<file path="config.mk">
export PLATFORM = sky130hd
export DESIGN_NAME = alu16_unit
export DESIGN_NICKNAME = d
export VERILOG_FILES = /design/src/rtl/alu16_pkg.sv /design/src/rtl/alu16_arith.sv /design/src/rtl/alu16_shift.sv /design/src/rtl/alu16_bits.sv /design/src/rtl/alu16_unit.sv
export SDC_FILE = /design/constraint.sdc
export NUM_CORES = 1
export LEC_CHECK = 0
export ABC_AREA = 0
export CAP_MARGIN = 20
export CORE_MARGIN = 2
export CORE_UTILIZATION = 62
export DETAILED_ROUTE_END_ITERATION = 16
export GPL_TIMING_DRIVEN = 0
export PLACE_DENSITY = 0.91
export RECOVER_POWER = 25
export SLEW_MARGIN = 20
export SYNTH_ARGS = -nofsm -noshare
export SYNTH_HDL_FRONTEND = slang
export SYNTH_HIERARCHICAL = 1
export SYNTH_SLANG_ARGS = --single-unit
</file>
<file path="constraint.sdc">
create_clock -name vclk -period 6.75
set_clock_uncertainty 0.15 [all_clocks]
set_input_delay 2.025 -clock vclk [all_inputs]
set_output_delay 2.025 -clock vclk [all_outputs]
set_load 0.01 [all_outputs]
</file>
<file path="src/rtl/alu16_pkg.sv">
package alu16_pkg;
  typedef enum logic [3:0] {
    FN_ADD  = 4'b0000,
    FN_SUB  = 4'b0001,
    FN_OR   = 4'b0010,
    FN_AND  = 4'b0011,
    FN_ROL  = 4'b0100,
    FN_SLL  = 4'b0101,
    FN_ROR  = 4'b0110,
    FN_SRA  = 4'b0111,
    FN_SEQ  = 4'b1000,
    FN_SLT  = 4'b1001,
    FN_SLE  = 4'b1010,
    FN_SCO  = 4'b1011,
    FN_BREV = 4'b1100,
    FN_BINS = 4'b1101
  } alu_fn_e;

  typedef enum logic [1:0] {
    SH_ROL = 2'b00,
    SH_SLL = 2'b01,
    SH_ROR = 2'b10,
    SH_SRA = 2'b11
  } shift_mode_e;
endpackage

</file>
<file path="src/rtl/alu16_arith.sv">
module alu16_arith #(
  parameter int W = 16
) (
  input  logic [W-1:0] a_i,
  input  logic [W-1:0] b_i,
  output logic [W-1:0] sum_o,
  output logic [W-1:0] diff_o,
  output logic [W-1:0] or_o,
  output logic [W-1:0] and_o,
  output logic         eq_o,
  output logic         lt_o,
  output logic         le_o,
  output logic         cout_o
);
  logic [W:0] wide_sum;

  always_comb begin
    wide_sum = {1'b0, a_i} + {1'b0, b_i};
    sum_o    = wide_sum[W-1:0];
    cout_o   = wide_sum[W];
    diff_o   = b_i - a_i;          // reversed order
    or_o     = a_i | b_i;
    and_o    = a_i & b_i;
    eq_o     = (a_i == b_i);
    lt_o     = ($signed(a_i) < $signed(b_i));
    le_o     = lt_o | eq_o;
  end

  always_comb begin
    assert_le_cover_R6: assert (!(eq_o && lt_o));
    assert_carry_wrap_R7: assert (cout_o == (sum_o < a_i));
  end
endmodule

</file>
<file path="src/rtl/alu16_shift.sv">
module alu16_shift
  import alu16_pkg::*;
#(
  parameter int W = 16,
  localparam int SHAMT_W = $clog2(W)
) (
  input  logic [W-1:0]       data_i,
  input  logic [SHAMT_W-1:0] amt_i,
  input  shift_mode_e        mode_i,
  output logic [W-1:0]       data_o
);
  logic [W-1:0] stage [SHAMT_W+1];

  assign stage[0] = data_i;

  for (genvar s = 0; s < SHAMT_W; s++) begin : g_stage
    localparam int K = 1 << s;
    logic [W-1:0] moved;
    always_comb begin
      unique case (mode_i)
        SH_ROL:  moved = {stage[s][W-K-1:0], stage[s][W-1:W-K]};
        SH_SLL:  moved = {stage[s][W-K-1:0], {K{1'b0}}};
        SH_ROR:  moved = {stage[s][K-1:0], stage[s][W-1:K]};
        default: moved = {{K{stage[s][W-1]}}, stage[s][W-1:K]};
      endcase
    end
    assign stage[s+1] = amt_i[s] ? moved : stage[s];
  end

  assign data_o = stage[SHAMT_W];

  always_comb begin
    assert_zero_amt_R4: assert (amt_i != '0 || data_o == data_i);
    assert_sra_sign_R4: assert (mode_i != SH_SRA || data_o[W-1] == data_i[W-1]);
    assert_rot_ones_R4: assert (mode_i == SH_SLL || mode_i == SH_SRA
                                || $countones(data_o) == $countones(data_i));
  end
endmodule

</file>
<file path="src/rtl/alu16_bits.sv">
module alu16_bits #(
  parameter int W      = 16,
  parameter int LOAD_W = 8
) (
  input  logic [W-1:0]      a_i,
  input  logic [LOAD_W-1:0] byte_i,
  output logic [W-1:0]      rev_o,
  output logic [W-1:0]      ins_o
);
  for (genvar i = 0; i < W; i++) begin : g_rev
    assign rev_o[i] = a_i[W-1-i];
  end

  assign ins_o = {a_i[W-LOAD_W-1:0], byte_i};

  always_comb begin
    assert_rev_ones_R8: assert ($countones(rev_o) == $countones(a_i));
    assert_rev_ends_R8: assert (rev_o[0] == a_i[W-1] && rev_o[W-1] == a_i[0]);
  end
endmodule

</file>
<file path="src/rtl/alu16_unit.sv">
module alu16_unit
  import alu16_pkg::*;
#(
  parameter int W      = 16,
  parameter int LOAD_W = 8,
  localparam int SHAMT_W = $clog2(W)
) (
  input  logic [W-1:0] a_i,
  input  logic [W-1:0] b_i,
  input  logic [3:0]   func_i,
  output logic [W-1:0] result_o
);
  logic [W-1:0] sum, diff, or_v, and_v, shifted, rev, ins;
  logic         eq, lt, le, cout;
  shift_mode_e  sh_mode;

  alu16_arith #(.W(W)) u_arith (
    .a_i(a_i), .b_i(b_i),
    .sum_o(sum), .diff_o(diff), .or_o(or_v), .and_o(and_v),
    .eq_o(eq), .lt_o(lt), .le_o(le), .cout_o(cout)
  );

  assign sh_mode = shift_mode_e'(func_i[1:0]);

  alu16_shift #(.W(W)) u_shift (
    .data_i(a_i), .amt_i(b_i[SHAMT_W-1:0]), .mode_i(sh_mode), .data_o(shifted)
  );

  alu16_bits #(.W(W), .LOAD_W(LOAD_W)) u_bits (
    .a_i(a_i), .byte_i(b_i[LOAD_W-1:0]), .rev_o(rev), .ins_o(ins)
  );

  function automatic logic [W-1:0] flag(input logic f);
    return {{(W-1){1'b0}}, f};
  endfunction

  always_comb begin
    case (func_i)
      FN_ADD:  result_o = sum;
      FN_SUB:  result_o = diff;
      FN_OR:   result_o = or_v;
      FN_AND:  result_o = and_v;
      FN_ROL, FN_SLL, FN_ROR, FN_SRA: result_o = shifted;
      FN_SEQ:  result_o = flag(eq);
      FN_SLT:  result_o = flag(lt);
      FN_SLE:  result_o = flag(le);
      FN_SCO:  result_o = flag(cout);
      FN_BREV: result_o = rev;
      FN_BINS: result_o = ins;
      default: result_o = '0;
    endcase
  end

  always_comb begin
    assert_sub_order_R2: assert (func_i != FN_SUB || (W'(result_o + a_i) == b_i));
    assert_add_back_R1: assert (func_i != FN_ADD || (W'(result_o - b_i) == a_i));
    assert_flag_width_R6: assert (func_i[3:2] != 2'b10 || result_o[W-1:1] == '0);
    assert_ins_high_R9: assert (func_i != FN_BINS || result_o[W-1:LOAD_W] == a_i[W-LOAD_W-1:0]);
    assert_undef_zero_R10: assert (func_i[3:1] != 3'b111 || result_o == '0);
  end
endmodule

</file>
==> metrics.yaml, run 1 <==
status: "did not finish"
lastStage: "global routing"
error_line: "[ERROR GRT-0232] Routing congestion too high. Check the congestion heatmap in the GUI."
yosys_warnings: 6
yosys.area.top_type_share_pct: 14.95
grt_max_degree: 15
ys_top_cells_by_area: "ha_1 (15%), mux2i_1 (9.8%), a21oi_1 (5.7%), buf_4 (5.2%), inv_1 (5.0%)"
ys_types: 82
rows: 34
synth_fp_nets: 903
postSynthAreaPerCell_um2: 6.914
placed_cell_area_um2: 6170
yosysSeqAreaShare_pct: 0
hpwl_um: 16920
place_ws_ns: -1.653
io_pins: 52
postGrtWorstEndpoint: "result_o[14]"
hold_buffers: 0
syn_area_um2: 5524
worstEndpointType: "output port"
syn-instance-count: 799
yosysTopAreaCell: "ha_1"
synthTopCellsByCount: "inv_1 (73), nor2_1 (73), ha_1 (66)"
io_buffers: 51
die_x_um: 98.39
grt_remaining_overflow: 75
grtUsageTotal_pct: 77.00
start_util_pct: 63.65
dieHeight_um: 98.39
gp_congestion: 1.088
## kinds of logic after synthesis
logic type      count (synthesis)  synth area share, %
mux                            66                12.50
buf+inv                       168                16.22
compound gates                251                31.89
fa+ha+maj                      68                15.67
xor+xnor                       24                3.805
simple gates                  222                19.91
## metrics by stage
step           setup TNS (ns)  instances  hold WS [ns]
2_1_floorplan               0        799         4.123
3_3_place_gp           -17.23        958         4.797
3_5_place_dp           -17.98        958         4.811
4_1_cts               -0.3265        984         4.377
## layer usage
layer  GRT overflow  GRT usage (%)
met2             34          92.83
met5              0          9.231
met1              1          78.12
met4             38          78.71
met3              2          61.78
## timing repair
action / CTS
endpoints found under the setup margin: 16
gates resized for setup: 266
pin swaps: 40
buffers inserted: 33
cloned: 1
==> inputs of run 2 (changes only) <==
CORE_UTILIZATION = 40   (was 62)
PLACE_DENSITY = unset   (was 0.91)
PLACE_DENSITY_LB_ADDON = 0.15   (was unset)
==> run 2 against run 1 <==
  * The flow now finishes, with violations (negative setup slack)
  * Synthesized cell count unchanged
  * Area after synthesis unchanged
==> metrics.yaml, run 2 <==
ant_nets: 0
drt_pass1_iterations: 6
min_period_ns: 6.844
vias: 6956
period_share_pct: 101.4
antenna_found_initial: 0
max_freq_mhz: 146.1
path_depth: 13
nNetsFinal: 993
core_region_area_um2: 13350
io_buffers: 51
postSynthAreaPerCell_um2: 6.914
route.detailed.drc: 0
crit_type: "in2out"
yosysTopAreaCell: "ha_1"
path_cells: "buf_16 -> ha_4 -> fa_2 -> a211oi_2 -> nor2_2 -> o32a_1 -> a21oi_2 -> buf_4 -> xnor2_2 -> mux2i_1 -> o41ai_2 -> a221o_1 -> buf_2"
cp_max_fo: 4
rows: 42
grtUsageTotal_pct: 34.69
dieHeight_um: 121.5
grt_pass1_vias: 6547
setup_violations: 6
drt_wl_total_um: 26760
clkbuf_count: 0
seq_cell_count: 0
end_kind: "primary output"
crit_slowest_cell: "fa_2"
report.final.slew_viol_count: 0
cp_num_buf_inv: 3
gp_congestion: 1.003
critPathLaunchType: "input port"
hold_viol: 0
grt_remaining_overflow: 0
timing.critical_path.from: "a_i[0]"
peakVddDrop_mv: 0.04107
synthTopCellsByCount: "inv_1 (73), nor2_1 (73), ha_1 (66)"
whs_path_depth: 5
min_from: "b_i[0]"
p_leak_nw: 3.219
register_area_um2: 0
wl_per_cell_um: 25.17
die_x_um: 121.5
hold_buffers: 0
drtIter0Drc: 1086
syn-instance-count: 799
yosysSeqAreaShare_pct: 0
max_cap_viol_count: 0
powerDensity_nw_per_um2: 91.92
place_ws_ns: -1.697
critPathRequiredTime_ns: 4.58
final_common_cell: "buf_4"
ys_types: 82
crit_family: "compound AO/OA/AOI/OAI gates"
grt_pass1_wl_um: 39610
hpwl_um: 19530
status: "finished with violations"
tightestPinTransition_ns: 0.8002
yosys.area.top_type_share_pct: 14.95
holdCritPathClass: "in2out"
io_pins: 52
grt_max_degree: 14
synth_fp_nets: 903
final_cell_mix: "buf_4 (89), nor2_1 (68), inv_1 (59)"
fin_ws_ns: -0.09360
final_util_pct: 55.59
drive_above_1_share_pct: 32.58
holdPathEnd: "result_o[0]"
die_area_um2: 14770
syn2layout_area_growth_pct: 34.31
arrival_ns: 4.67
via_per_inst: 6.544
start_util_pct: 41.39
diodes: 0
slew_headroom_pct: 46.25
rsz0062_at_grt: "yes"
ys_top_cells_by_area: "ha_1 (15%), mux2i_1 (9.8%), a21oi_1 (5.7%), buf_4 (5.2%), inv_1 (5.0%)"
syn_area_um2: 5524
cpPeakStageDelay_ns: 0.39
yosys_warnings: 6
violations: "negative setup slack"
-- run 2: cell counts after synthesis --
Identical to the previous run, type by type.
-- run 2: timing repair --
item                       in CTS  in global routing
setup endpoints to repair      16                 15
gates resized for setup       334                 74
pin swaps                      46                 31
setup buffers                  35                 13
-- run 2: layout make-up --
cell class	instances	area [um2]
tap	176	220.2
buffer	81	629.4
multi-input combinational	631	5338
inverter	76	311.5
timing repair buffer	99	920.9
fill	1292	5928
-- run 2: kinds of logic after synthesis --
logic type      Yosys count  synth area share, %
fa+ha+maj                68                15.67
compound gates          251                31.89
mux                      66                12.50
simple gates            222                19.91
xor+xnor                 24                3.805
buf+inv                 168                16.22
-- run 2: how the worst max path moves through the flow --
stage                     slack (ns)           end
after CTS                      -0.07   result_o[9]
after floorplan                 0.14  result_o[14]
final                          -0.09  result_o[12]
after global routing           -0.20  result_o[14]
after detailed placement       -1.70   result_o[9]
after global placement         -1.65  result_o[12]
-- run 2: power by group --
part	switching (W)	internal (W)
Sequential	0	0
Clock	0	0
Combinational	0.000391	0.000291
Total	0.000391	0.000291
-- run 2: stage by stage --
| step | total power [W] | setup TNS (ns) | std cells | area [um2] | hold WS [ns] |
|---|---|---|---|---|---|
| 6_report | 0.0006820 | -0.3011 | 1063 | 7420 | 4.412 |
| 5_1_grt | 0.0007126 | -0.8550 | 1063 | 7420 | 4.437 |
| 4_1_cts | 0.0006198 | -0.1274 | 1054 | 7084 | 4.419 |
| 3_5_place_dp | 0.0005358 | -20.34 | 1026 | 6255 | 4.838 |
| 3_3_place_gp | 0.0005331 | -19.78 | 1026 | 6255 | 4.827 |
| 2_1_floorplan | 0.0003415 | 0 | 799 | 5524 | 4.123 |
-- run 2: routing by layer --
metal	global-route usage, %	up-vias	part of all wire [%]
met5	0	-	0
met4	9.124	0	3.1
met3	5.451	61	12
met2	52.25	518	43
met1	51.08	3322	43
li1	-	3055	-
(Power assumes the default switching activity.)
==> inputs of run 3 (changes only) <==
CORE_UTILIZATION = 62   (was 40)
GPL_TIMING_DRIVEN = unset   (was 0)
==> run 3 against run 2 <==
  * The run now fails in global routing
  * Area after synthesis is the same
  * Synthesized cell count is the same
==> metrics.yaml, run 3 <==
synth_fp_nets: 903
syn_area_um2: 5524
postSynthAreaPerCell_um2: 6.914
lastStage: "global routing"
rows: 34
grt_pass1_vias: 9048
syn-instance-count: 799
io_pins: 52
grt_remaining_overflow: 1
status: "did not finish"
grtUsageTotal_pct: 64.19
synthTopCellsByCount: "inv_1 (73), nor2_1 (73), ha_1 (66)"
grt_pass1_wl_um: 49070
gp_congestion: 1.179
hold_buffers: 0
die_x_um: 98.39
dieHeight_um: 98.39
error_line: "[ERROR GRT-0116] Global routing finished with congestion. Check the congestion regions in the DRC Viewer."
ys_top_cells_by_area: "ha_1 (15%), mux2i_1 (9.8%), a21oi_1 (5.7%), buf_4 (5.2%), inv_1 (5.0%)"
yosys.area.top_type_share_pct: 14.95
placed_cell_area_um2: 7226
start_util_pct: 63.65
yosysSeqAreaShare_pct: 0
io_buffers: 52
ys_types: 82
yosysTopAreaCell: "ha_1"
hpwl_um: 17870
grt_max_degree: 40
yosys_warnings: 6
==> run 3: cell counts after synthesis <==
Identical to the previous run, type by type.
==> run 3: cells by family after synthesis <==
kind of cell / Yosys count / share of synthesized area, %
and+or+nand+nor: 222 / 19.91
buffers and inverters: 168 / 16.22
xor gates and xnor gates: 24 / 3.805
muxes: 66 / 12.50
AOI/OAI and AO/OA: 251 / 31.89
adders and majority gates: 68 / 15.67
==> run 3: through the flow <==
step / hold WS [ns] / TNS (ns) / instances / util [%] / setup slack, ns
2_1_floorplan: 4.123 / 0 / 799 / - / 0.1366
3_3_place_gp: 5.043 / -10.65 / 1084 / 83.26 / -0.9751
3_5_place_dp: 5.071 / -12.49 / 1084 / 83.26 / -1.151
4_1_cts: 4.611 / -0.09325 / 1094 / 89.81 / -0.07029
==> run 3: layer usage <==
metal / track usage, % / overflow
met1: 66.38 / 0
met2: 86.81 / 1
met3: 40.30 / 0
met4: 58.17 / 0
met5: 16.92 / 0
==> run 3: timing repair <==
item	CTS
setup buffers	10
endpoints found under the setup margin	16
pin swaps	45
gates cloned	1
resized for setup	205
